**src/rtl/tba_pkg.sv**
```systemverilog
package tba_pkg;

   // Largest external requester count the block is sized for
   localparam int MAX_EXT = 16;

   // Index reached by stepping 'step' positions forward from 'base' on a
   // ring of 'w' entries
   function automatic int slot_after(input int base, input int step, input int w);
      return (base + step) % w;
   endfunction

endpackage

```
**src/rtl/tba_rr_pick.sv**
```systemverilog
module tba_rr_pick
   import tba_pkg::*;
#(
   parameter int W  = 4,
   parameter int IW = 3
) (
   input  logic [W-1:0]  elig,
   input  logic [IW-1:0] last,
   output logic          found,
   output logic [IW-1:0] pick
);

   localparam int CW = (W > 1) ? $clog2(W) : 1;

   if (IW < CW) begin : g_bad_iw
      $error("tba_rr_pick: IW too narrow for W");
   end

   logic [CW-1:0] cand;

   // Scan forward from the slot after 'last'; first eligible slot wins
   always_comb begin
      found = 1'b0;
      pick  = last;
      cand  = '0;
      for (int k = 1; k <= W; k++) begin
         cand = CW'(slot_after(int'(last), k, W));
         if (!found && elig[cand]) begin
            found = 1'b1;
            pick  = IW'(cand);
         end
      end
   end

endmodule

```
**src/rtl/tba_gap_guard.sv**
```systemverilog
module tba_gap_guard #(
   parameter int LINES = 4,
   parameter int GAP   = 2
) (
   input  logic             clk,
   input  logic             rst_n,
   input  logic [LINES-1:0] cur,
   input  logic [LINES-1:0] nxt,
   output logic [LINES-1:0] blk
);

   localparam int STAGES = GAP - 1;

   if (GAP < 2) begin : g_bad_gap
      $error("tba_gap_guard: GAP must be at least 2");
   end

   logic [LINES-1:0] stage [STAGES];

   // stage[0] marks lines that fell at the last edge
   always_ff @(posedge clk or negedge rst_n) begin
      if (!rst_n) stage[0] <= '0;
      else        stage[0] <= cur & ~nxt;
   end

   for (genvar s = 1; s < STAGES; s++) begin : g_chain
      always_ff @(posedge clk or negedge rst_n) begin
         if (!rst_n) stage[s] <= '0;
         else        stage[s] <= stage[s-1];
      end
   end

   always_comb begin
      blk = '0;
      for (int s = 0; s < STAGES; s++) blk = blk | stage[s];
   end

endmodule

```
**src/rtl/two_tier_bus_arbiter.sv**
```systemverilog
module two_tier_bus_arbiter
   import tba_pkg::*;
#(
   parameter int NUM_EXT    = 9,
   parameter int GAP_CYCLES = 2
) (
   input  logic               clk,
   input  logic               rst_n,
   input  logic [NUM_EXT-1:0] ext_req_n,
   input  logic               own_req,
   input  logic               bus_idle,
   input  logic [NUM_EXT-1:0] grp_high,
   input  logic               own_grp_high,
   input  logic               park_on_self,
   input  logic               arb_off,
   output logic [NUM_EXT-1:0] ext_gnt_n,
   output logic               own_gnt
);

   localparam int N   = NUM_EXT + 1;     // requesters incl. the bridge
   localparam int S   = N + 1;           // high-tier slots incl. low-tier slot
   localparam int IW  = $clog2(S);
   localparam int OWN = N - 1;           // index of the internal requester
   localparam logic [IW-1:0] LO_SLOT = IW'(N);
   localparam logic [IW-1:0] OWN_IDX = IW'(OWN);

   if (NUM_EXT < 1 || NUM_EXT > MAX_EXT) begin : g_bad_ext
      $error("two_tier_bus_arbiter: NUM_EXT out of range");
   end

   // ---------------- request conditioning ----------------
   logic [N-1:0] req, grp, blk;
   logic [N-1:0] lo_elig;
   logic [S-1:0] hi_elig;

   assign req     = {own_req, ~ext_req_n};
   assign grp     = {own_grp_high, grp_high};
   assign lo_elig = req & ~grp & ~blk;
   assign hi_elig = {|lo_elig, req & grp & ~blk};

   // ---------------- state ----------------
   logic [N-1:0]  gnt_q, gnt_nxt;
   logic [IW-1:0] hi_ptr, lo_ptr, last_win;

   // ---------------- two rotations ----------------
   logic          hi_found, lo_found;
   logic [IW-1:0] hi_pick, lo_pick;

   tba_rr_pick #(.W(S), .IW(IW)) u_hi_rr (
      .elig  (hi_elig),
      .last  (hi_ptr),
      .found (hi_found),
      .pick  (hi_pick)
   );

   tba_rr_pick #(.W(N), .IW(IW)) u_lo_rr (
      .elig  (lo_elig),
      .last  (lo_ptr),
      .found (lo_found),
      .pick  (lo_pick)
   );

   logic          win_low, win_any;
   logic [IW-1:0] win_idx, park_idx;
   logic [N-1:0]  win_vec, park_vec;
   logic          win_holds, park_blocked, new_grant, grant_in;

   assign win_low  = hi_found && (hi_pick == LO_SLOT);
   assign win_any  = hi_found && (!win_low || lo_found);
   assign win_idx  = win_low ? lo_pick : hi_pick;
   assign park_idx = park_on_self ? OWN_IDX : last_win;
   assign grant_in = ~ext_req_n[0];

   always_comb begin
      for (int i = 0; i < N; i++) begin
         win_vec[i]  = (IW'(i) == win_idx);
         park_vec[i] = (IW'(i) == park_idx);
      end
   end

   assign win_holds    = |(gnt_q & win_vec);
   assign park_blocked = |(blk & park_vec);
   assign new_grant    = !arb_off && bus_idle && win_any && !win_holds;

   // ---------------- next grant ----------------
   always_comb begin
      gnt_nxt = gnt_q;
      if (arb_off) begin
         gnt_nxt      = '0;
         gnt_nxt[OWN] = grant_in && (own_req || bus_idle);
      end else if (bus_idle) begin
         if (win_any)           gnt_nxt = win_vec;
         else if (park_blocked) gnt_nxt = '0;
         else                   gnt_nxt = park_vec;
      end else if (win_any && !win_holds) begin
         gnt_nxt = '0;
      end
   end

   tba_gap_guard #(.LINES(N), .GAP(GAP_CYCLES)) u_gap (
      .clk   (clk),
      .rst_n (rst_n),
      .cur   (gnt_q),
      .nxt   (gnt_nxt),
      .blk   (blk)
   );

   always_ff @(posedge clk or negedge rst_n) begin
      if (!rst_n) begin
         gnt_q    <= '0;
         hi_ptr   <= LO_SLOT;
         lo_ptr   <= IW'(N - 1);
         last_win <= OWN_IDX;
      end else begin
         gnt_q <= gnt_nxt;
         if (new_grant) begin
            last_win <= win_idx;
            if (win_low) begin
               hi_ptr <= LO_SLOT;
               lo_ptr <= win_idx;
            end else begin
               hi_ptr <= win_idx;
            end
         end
      end
   end

   assign ext_gnt_n = ~gnt_q[NUM_EXT-1:0];
   assign own_gnt   = gnt_q[OWN];

   // ---------------- assertions ----------------

   single_grant_chk: assert property (@(posedge clk) disable iff (!rst_n)
      $onehot0(gnt_q));


   busy_no_new_chk: assert property (@(posedge clk) disable iff (!rst_n)
      (!bus_idle && !arb_off) |=> ((gnt_q & ~$past(gnt_q)) == '0));


   off_no_ext_chk: assert property (@(posedge clk) disable iff (!rst_n)
      arb_off |=> (gnt_q[NUM_EXT-1:0] == '0));

   for (genvar g = 0; g < N; g++) begin : g_gap_chk

      gap_hold_chk: assert property (@(posedge clk) disable iff (!rst_n || arb_off)
         $fell(gnt_q[g]) |=> !gnt_q[g]);
   end

endmodule

```
**config.mk**
```make
export PLATFORM = sky130hd
export DESIGN_NAME = two_tier_bus_arbiter
export DESIGN_NICKNAME = d
export VERILOG_FILES = /design/src/rtl/tba_pkg.sv /design/src/rtl/tba_rr_pick.sv /design/src/rtl/tba_gap_guard.sv /design/src/rtl/two_tier_bus_arbiter.sv
export SDC_FILE = /design/constraint.sdc
export NUM_CORES = 1
export LEC_CHECK = 0
export BUFFER_PORTS_ARGS = -buffer_cell sky130_fd_sc_hd__buf_2
export CAP_MARGIN = 15
export CORE_AREA = 2 2 205 228
export CTS_CLUSTER_SIZE = 28
export DETAILED_ROUTE_END_ITERATION = 10
export DIE_AREA = 0 0 207 230
export PLACE_DENSITY_LB_ADDON = 0.12
export SKIP_CTS_REPAIR_TIMING = 1
export SKIP_LAST_GASP = 1
export SYNTH_ARGS = -nofsm -noshare
export SYNTH_HDL_FRONTEND = slang
export SYNTH_SLANG_ARGS = --single-unit
export TNS_END_PERCENT = 5
```
**constraint.sdc**
```tcl
create_clock -name clk -period 16.42 [get_ports clk]
set_input_delay 3.284 -clock clk [delete_from_list [all_inputs] [get_ports clk]]
set_output_delay 3.284 -clock clk [all_outputs]
set_load 0.02 [all_outputs]
```
==> results summary, run 1 <==
Synthesis produced a netlist with a net count of around 2000. In the finished design, the share of the clock period the worst path needs comes to 0.553. The floorplan step defined a die boundary enclosing 0.0476 mm2. After global routing the overflow that remains totals 0. Input and output buffers added on the ports amount to 34. Dividing the detail-routed via count by the number of cells gives 6.36. The adder-cell area share of the yosys netlist came out at 0.0772. The y dimension of the die came out at 230 um. At the pin with the least slew margin, the transition time is 1.10 ns. The via count of the first global-routing pass is 14424.

The initialized floorplan defines 82 standard-cell rows. The number of enable-type register cells in the synthesized netlist is 0. The final route contains 15452 vias. In the post-synthesis netlist, the biggest area contributors are sky130_fd_sc_hd__ha_1 (7.3%), sky130_fd_sc_hd__dfrtp_1 (4.8%), sky130_fd_sc_hd__mux2i_1 (4.6%), sky130_fd_sc_hd__nor2_1 (4.4%), sky130_fd_sc_hd__nand2_1 (4.1%). The detail route stage leaves a number of antenna-violating nets equal to 0. The HPWL after detailed placement is 46.7 mm.

The cell taking the most area after synthesis is sky130_fd_sc_hd__ha_1. For this run, the total global-route usage over all layers was measured as 0.239. The H-tree generated during clock tree synthesis spans 2 levels. Summed over all layers, the routed wires come to 59.6 mm.

The first global-routing pass estimated 89.7 mm of wire. The area of the multi-input gates came out at 0.0119 mm2. The share of async-settable or async-resettable flops after synthesis came out at 1.00. After synthesis, the mean cell area works out to 7.21 um2. The number of failing hold endpoints at the final stage is 0. The fill cell instance count of the final layout is 4892.

The number of failing setup endpoints in the final timing report came out at 0. The post-layout minimum cycle time is slightly above 9 ns. After detailed placement, the total cell area comes to 0.0142 mm2.

The post-layout instance count excluding filler cells came out at roughly 2400. Entering global routing, the biggest net connects 42 pins. The number of antenna violations at the first check in global routing is 2.

On the final layout, the worst clock skew is 0.00462 ns. The number of buffers added by the clock tree synthesis step came out at 5. The core region is 0.0451 mm2. The multiplexer share of the synthesized area is 0.0985.

After synthesis, the largest family of logic cells by area is compound AO/OA/AOI/OAI gates. Clock latency on the worst-skew pair, taken at its later pin, is 0.28 ns. The number of buffers between clock root and the deepest sink came out at 2. The average wire per standard cell is between 20 and 25 um. After clock tree synthesis, the clock-pin slew on the worst setup and hold paths is 0.05 ns. TritonCTS built the clock tree. The last weighted congestion value of the routability-driven placer came out at ~0.98.

In this run the count of I/O pins placed on the die edge is 35. The worst setup path is captured at a register. The clock sink count is 32. The post-synthesis instance total came out at 1867. The initial core utilization came out at 0.298.

The simple logic cell fraction of the synthesized area came out at 0.289. The nature of the critical path startpoint is a register. The flow ran to the end, and the final reports show no timing, DRC or antenna violations.

The xor and xnor area share after synthesis came out at 0.0403. The tightest min-delay check is of the reg -> reg type. The synthesized design contains 32 register bits. After detailed routing, the number of remaining DRC violations is 0. The count of different cell masters after synthesis is between 100 and 150. The violation count after the first detailed-route iteration is 1259.

The setup total negative slack is 0 ns. For this run, the top clock speed supported by timing is roughly 110 MHz. The cell area after layout came out at 0.0143 mm2. The final net count came out at 1942.

In the synthesized netlist the dominant register cell turns out to be sky130_fd_sc_hd__dfrtp_1. The pre-antenna-repair detailed-routing pass consisted of 5 iterations. The buffer cell driving the clock tree root is sky130_fd_sc_hd__clkbuf_16.

The portion of synthesized cell area occupied by the leading cell type is 0.0734. The count of synthesis-stage warnings from yosys is 0. The register cell area after layout is 812 um2. For the worst setup path, the data required time is 16.62 ns.

The area growth from synthesis to layout is 6.57%. The part of the Yosys area used for sequential elements came out at 0.0601. The width of the die came out at 207 um. The maximum fanout count along the critical path came out at 40. The critical path is of the reg -> reg type. The worst slew margin relative to its limit came out at 0.268. Setup repair after global routing left no endpoint under its margin. The share of final-layout standard cells stronger than drive strength 1 came out at 0.116. The final-report max-slew violation count is 0. The post-synthesis compound-gate area fraction came to 0.381. In this run the cell area of the synthesized design comes to around 0.013 mm2. The arrival time of data at the critical path endpoint is between 9 and 10 ns. The max-cap check violation count is 0.

After detailed placement, the design holds a cell count of 2419.
[Yosys cell counts, types with 14 or more instances]
library cell,count
sky130_fd_sc_hd__a211oi_1,37
sky130_fd_sc_hd__a211o_1,14
sky130_fd_sc_hd__nand2_1,148
sky130_fd_sc_hd__nor2b_1,27
sky130_fd_sc_hd__clkbuf_1,61
sky130_fd_sc_hd__mux4_2,20
sky130_fd_sc_hd__o2111ai_1,15
sky130_fd_sc_hd__a31oi_1,33
sky130_fd_sc_hd__inv_1,56
sky130_fd_sc_hd__a21oi_1,99
sky130_fd_sc_hd__or3_1,29
sky130_fd_sc_hd__o211ai_1,42
sky130_fd_sc_hd__a21o_1,24
sky130_fd_sc_hd__nor3_1,68
sky130_fd_sc_hd__nor3b_1,23
sky130_fd_sc_hd__mux2i_1,62
sky130_fd_sc_hd__o21a_1,15
sky130_fd_sc_hd__o21bai_1,14
sky130_fd_sc_hd__nand3_1,56
sky130_fd_sc_hd__nor2_1,156
sky130_fd_sc_hd__a22oi_1,17
sky130_fd_sc_hd__o21ai_0,108
sky130_fd_sc_hd__nand4_1,18
sky130_fd_sc_hd__a221oi_1,21
sky130_fd_sc_hd__ha_1,79
sky130_fd_sc_hd__nand2b_1,40
sky130_fd_sc_hd__o32ai_1,15
sky130_fd_sc_hd__o22ai_1,22
sky130_fd_sc_hd__o31ai_1,28
sky130_fd_sc_hd__xnor2_1,42
sky130_fd_sc_hd__and2_1,27
sky130_fd_sc_hd__dfrtp_1,26
sky130_fd_sc_hd__mux2_2,15
sky130_fd_sc_hd__and3_1,30
sky130_fd_sc_hd__buf_2,21
[kinds of logic after synthesis]
family                     count (synthesis)
and+or+nand+nor                          728
xor gates and xnor gates                  56
buffers and inverters                    170
AOI/OAI and AO/OA                        694
DFF                                       32
muxes                                    103
adders and majority gates                 84
[worst max-delay path: stages (launching register included)]
cell,delay (ns)
sky130_fd_sc_hd__dfrtp_4,0.63
sky130_fd_sc_hd__inv_1,0.17
sky130_fd_sc_hd__buf_4,0.50
sky130_fd_sc_hd__ha_1,0.24
sky130_fd_sc_hd__buf_4,0.29
sky130_fd_sc_hd__xor2_2,0.35
sky130_fd_sc_hd__inv_1,0.19
sky130_fd_sc_hd__ha_1,0.42
sky130_fd_sc_hd__and3_1,0.28
sky130_fd_sc_hd__nor3_1,0.55
sky130_fd_sc_hd__mux2_4,0.33
sky130_fd_sc_hd__and2_4,0.20
sky130_fd_sc_hd__mux2_4,0.33
sky130_fd_sc_hd__or4_4,0.49
sky130_fd_sc_hd__a32oi_2,0.29
sky130_fd_sc_hd__nand2_1,0.17
sky130_fd_sc_hd__or4_1,0.71
sky130_fd_sc_hd__a2bb2oi_1,0.22
sky130_fd_sc_hd__o32ai_1,0.67
sky130_fd_sc_hd__a41oi_1,0.49
sky130_fd_sc_hd__a2111oi_2,0.51
sky130_fd_sc_hd__and2_1,0.24
sky130_fd_sc_hd__nand4_1,0.12
sky130_fd_sc_hd__o21ai_0,0.33
sky130_fd_sc_hd__o21bai_1,0.16
[layer usage]
layer	vias up	share of wire	global-route usage
met5	-	0.00017	0
met1	7571	0.45	0.312
met2	490	0.47	0.412
li1	7284	-	-
met3	105	0.042	0.0195
met4	2	0.039	0.0835
[placed cells by master, fill, tap and decap left out, types with 13 or more instances in the layout]
| cell | n |
|---|---|
| sky130_fd_sc_hd__o21bai_1 | 14 |
| sky130_fd_sc_hd__a221oi_1 | 21 |
| sky130_fd_sc_hd__nor3_1 | 68 |
| sky130_fd_sc_hd__mux2_2 | 15 |
| sky130_fd_sc_hd__o211ai_1 | 42 |
| sky130_fd_sc_hd__a22oi_1 | 17 |
| sky130_fd_sc_hd__nand3_1 | 56 |
| sky130_fd_sc_hd__mux2i_1 | 62 |
| sky130_fd_sc_hd__o31ai_1 | 28 |
| sky130_fd_sc_hd__a211o_1 | 14 |
| sky130_fd_sc_hd__a21o_1 | 24 |
| sky130_fd_sc_hd__nor2_1 | 156 |
| sky130_fd_sc_hd__nor4_1 | 13 |
| sky130_fd_sc_hd__a31oi_1 | 33 |
| sky130_fd_sc_hd__nor3b_1 | 22 |
| sky130_fd_sc_hd__buf_2 | 34 |
| sky130_fd_sc_hd__or3_1 | 29 |
| sky130_fd_sc_hd__a211oi_1 | 37 |
| sky130_fd_sc_hd__and3_1 | 30 |
| sky130_fd_sc_hd__nand4_1 | 18 |
| sky130_fd_sc_hd__nand3b_1 | 13 |
| sky130_fd_sc_hd__o2111ai_1 | 15 |
| sky130_fd_sc_hd__nand2b_1 | 40 |
| sky130_fd_sc_hd__dfrtp_1 | 25 |
| sky130_fd_sc_hd__a21oi_1 | 99 |
| sky130_fd_sc_hd__o22ai_1 | 22 |
| sky130_fd_sc_hd__mux4_2 | 20 |
| sky130_fd_sc_hd__inv_1 | 56 |
| sky130_fd_sc_hd__nand2_1 | 148 |
| sky130_fd_sc_hd__o21a_1 | 15 |
| sky130_fd_sc_hd__o32ai_1 | 15 |
| sky130_fd_sc_hd__nor2b_1 | 27 |
| sky130_fd_sc_hd__and2_1 | 27 |
| sky130_fd_sc_hd__o31a_1 | 13 |
| sky130_fd_sc_hd__xnor2_1 | 42 |
| sky130_fd_sc_hd__o21ai_0 | 108 |
| sky130_fd_sc_hd__buf_4 | 35 |
| sky130_fd_sc_hd__ha_1 | 79 |
[layout make-up]
class | count | share of cell area
diodes | 2 | 0.000349
well taps | 588 | 0.0513
inverters | 65 | 0.0172
multi-input cells | 1665 | 0.832
clock inverters | 1 | 0.00209
clock buffers | 7 | 0.0106
flip-flops and latches | 32 | 0.0566
repair buffers | 69 | 0.0302
[worst paths after layout]
check / to / start / cells past startpoint / slack [ns]
max in group asynchronous: hi_ptr[0] / rst_n / 1 / 12.81
hold / removal: u_gap.blk[3] / gnt_q[3] / 1 / 0.51
setup / recovery: gnt_q[2] / hi_ptr[0] / 24 / 7.34
min in group asynchronous: last_win[1] / rst_n / 1 / 3.07
setup reg to reg: gnt_q[2] / hi_ptr[0] / 24 / 7.34
hold reg to reg: u_gap.blk[3] / gnt_q[3] / 1 / 0.51
[registers in the layout (all words and copies together), names as in the netlist]
| signal | count |
|---|---|
| u_gap.blk | 10 |
| lo_ptr | 4 |
| gnt_q | 10 |
| last_win | 4 |
| hi_ptr | 4 |
[per-stage QoR]
stage	util	hold WS [ns]	setup slack, ns
after floorplan	-	0.477	8.22
after global placement	0.314	0.485	7.18
after detailed placement	0.314	0.498	7.23
after CTS	0.318	0.509	7.45
after global routing	0.318	0.536	6.82
final	0.318	0.508	7.34
Power of run 1 is left out: the tool's default activity adds up to more than one toggle a clock period on the data nets, which glitch-free logic cannot reach.
==> run 2: changes to the inputs <==
clock period = 7.7 ns   (was 16.42 ns; I/O delays follow)
==> run 2 against run 1 <==
Compared with the run above:
- sequential share of layout area shrank 0.30 points
- flip-flop and latch count is the same
- routed wire length grew 3.0%
- clock skew grew 0.0089 ns
- highest routed layer unchanged
==> results summary, run 2 (synthesis results as in run 1) <==
The flow ran to the end, and the final reports show no timing, DRC or antenna violations. The startpoint identified for the worst hold timing path is gnt_q[3]. The register cell area after layout is 812 um2 (unchanged).

The final cycle utilization of the critical path is 0.946 (+0.393). The highest attainable clock frequency came out at 137 MHz (+25%). The library cell used most frequently in the layout, excluding fill and tap cells, is sky130_fd_sc_hd__nor2_1. The share of final-layout standard cells stronger than drive strength 1 came out at 0.168 (+0.0521). The arrival time of data at the critical path endpoint is 7.45 ns (-1.83 ns).

The setup total negative slack is 0 ns (unchanged). The overall routing resource usage came out at 0.248 (+0.00877). The violation count after the first detailed-route iteration is 1498 (+19%).

By startpoint and endpoint, the worst setup path is classified as reg -> reg. The number of antenna violations at the first check in global routing is 3 (+1). The number of cells traversed by the worst hold path came to 1 (unchanged). The clock sink count came out at 32 (unchanged). The post-detailed-route via-to-cell ratio came to 6.37 (+0.17%). The routed wire length came out at 61.4 mm (+3.0%). The path depth of the worst reg2reg path is 23 (-4.2%). The actual slew at the worst max-slew pin came out at 0.927 ns (-0.171 ns).

The fill cell instance count of the final layout came out at 4863 (-0.59%). The worst setup slack for register-to-register paths came out at 0.41 ns (-6.93 ns). The worst hold path endpoint is u_gap.blk[3]. The path class of the tightest hold or removal check is reg -> reg. The final net count is 2027 (+4.4%). The number of failing setup endpoints in the final timing report came to 0 (unchanged). The core outline area came to 0.0451 mm2 (unchanged). The via count of the first global-routing pass came out at 15111 (+4.8%). Setup repair after global routing left no endpoint under its margin. The area of the multi-input gates is 0.0121 mm2 (+1.2%).

The number of nets with antenna violations after detailed routing is 0 (unchanged). The post-layout minimum cycle time is 7.29 ns (-1.79 ns). The number of buffers added by the clock tree synthesis step came to 5 (unchanged). The HPWL after detailed placement is 48.8 mm (+4.5%). The startpoint of the worst register-to-register path is hi_ptr[3].

The number of buffers added on ports was 34 (unchanged). The clock transition at the registers of the reported paths came out at 0.06 ns (about the same). On the critical path, the stage with the largest delay is an instance of sky130_fd_sc_hd__dfstp_2. The maximum fanout count along the critical path is 12 (-70%). The critical path endpoint category is a register. The area growth from synthesis to layout is 12.6%. The final-report max-slew violation count came out at 0 (unchanged). The initial core utilization came out at 0.298 (unchanged). The total vias in the final route came out at 16027 (+3.7%). The data required time at the worst endpoint is 7.86 ns (-8.76 ns). The y dimension of the die is 230 um (unchanged). The overall overflow remaining after global route was 0 (unchanged).

The DRC violation count after routing is 0 (unchanged). The full die area came out at 0.0476 mm2 (unchanged). The maximum single-stage delay on the critical path is 0.74 ns (+0.03 ns). The top-level I/O count came out at 35 (unchanged).

The average wire per standard cell is 24.4 um (-0.48%). The clock insertion delay at the later pin of the skew report is 0.29 ns (about the same). The number of failing hold endpoints at the final stage came out at 0 (unchanged). The last weighted congestion value of the routability-driven placer came out at 1.01 (+2.5%). The count of standard-cell rows is 82 (unchanged). The width of the die came out at 207 um (unchanged).

The pin count of the biggest net entering global routing is 63 (+50%). The buffer cell driving the clock tree root is sky130_fd_sc_hd__clkbuf_16. TritonCTS built the clock tree.

The setup skew after layout is 0.0135 ns (+0.00893 ns). The H-tree depth came out at 2 (unchanged). Counting stages on the worst path, the most repeated cell is sky130_fd_sc_hd__nor2_1. The max-cap check violation count came to 0 (unchanged). The count of TritonRoute iterations in the first routing pass was 6 (+1). The library cells used most frequently in the layout, excluding fill and tap cells, are sky130_fd_sc_hd__nor2_1 (156), sky130_fd_sc_hd__nand2_1 (147), sky130_fd_sc_hd__buf_4 (118). The wire length of the first global-routing pass came to 93.0 mm (+3.6%). The worst slew margin relative to its limit came out at 0.380 (+0.112). The nature of the critical path startpoint is a register. The endpoint identified for the worst register-to-register timing path is lo_ptr[1].

The worst setup path startpoint is hi_ptr[3]. The critical path goes through inv_2 -> ha_1 -> a21oi_1 -> inv_2 -> ha_1 -> nand2b_1 -> o31ai_1 -> nor2_1 -> o31a_1 -> mux2_2 -> o211a_1 -> o32ai_2 -> nor2_1 -> a311o_1 -> a211o_1 -> o21ai_0 -> a21o_1 -> o31a_1 -> nor2_1 -> a32oi_2 -> nand4_4 -> nor4_4 -> mux2_4. The number of buffers between clock root and the deepest sink came out at 2 (unchanged).
run 2: cell types whose count changed in the layout (fill, tap and decap cells not counted), moves of 2 or more:
cell and delta:
sky130_fd_sc_hd__a221oi_1 -2, sky130_fd_sc_hd__buf_4 +83, sky130_fd_sc_hd__a2111oi_0 -2, sky130_fd_sc_hd__o32ai_1 -2
sky130_fd_sc_hd__ha_1 -4, sky130_fd_sc_hd__a221oi_2 +2, sky130_fd_sc_hd__xnor2_2 +2, sky130_fd_sc_hd__ha_2 +4
sky130_fd_sc_hd__xnor2_1 -2
run 2: critical path: cells and delay by family, from the launching register on:
kind / cells / cell delay (ns)
AOI/OAI and AO/OA: 11 / 3.47
and+or+nand+nor: 6 / 1.17
adders and majority gates: 2 / 0.76
DFF: 1 / 0.74
muxes: 2 / 0.69
buffers and inverters: 2 / 0.30
run 2: how the worst max path moves through the flow:
| stage | endpoint | slack (ns) |
|---|---|---|
| 2_1_floorplan | lo_ptr[1] | 0.004 |
| 3_3_place_gp | u_gap.blk[6] | 0.13 |
| 3_5_place_dp | u_gap.blk[4] | 0.07 |
| 4_1_cts | u_gap.blk[4] | 0.01 |
| 5_1_grt | hi_ptr[3] | 0.008 |
| 6_report | lo_ptr[1] | 0.41 |
run 2: final cells by class:
cell class                 instances  area share
inverter                          65      0.0164
clock inverter                     1     0.00198
multi-input combinational       1665       0.797
clock buffer                       7      0.0101
timing repair buffer             154      0.0718
sequential                        32      0.0536
tap                              588      0.0486
antenna                            3    0.000496
run 2: per-stage QoR:
step | cells | instance area [um2] | util | worst slack (ns) | hold WS (ns)
after global routing | 2513 | 15100 | 0.335 | 0.00775 | 0.540
after detailed placement | 2500 | 14800 | 0.328 | 0.0742 | 0.492
final | 2515 | 15100 | 0.336 | 0.413 | 0.511
after global placement | 2500 | 14800 | 0.328 | 0.132 | 0.494
after floorplan | 1867 | 13500 | - | 0.00413 | 0.477
after CTS | 2508 | 15000 | 0.332 | 0.0128 | 0.511
run 2: routing by layer:
layer	vias to the layer above	global-route usage	wire length, um
li1	7456	-	-
met1	7796	0.312	25800
met2	628	0.431	29300
met3	143	0.0194	3460
met4	4	0.110	2870
met5	-	0	24
Power of run 2 is left out for the same reason.
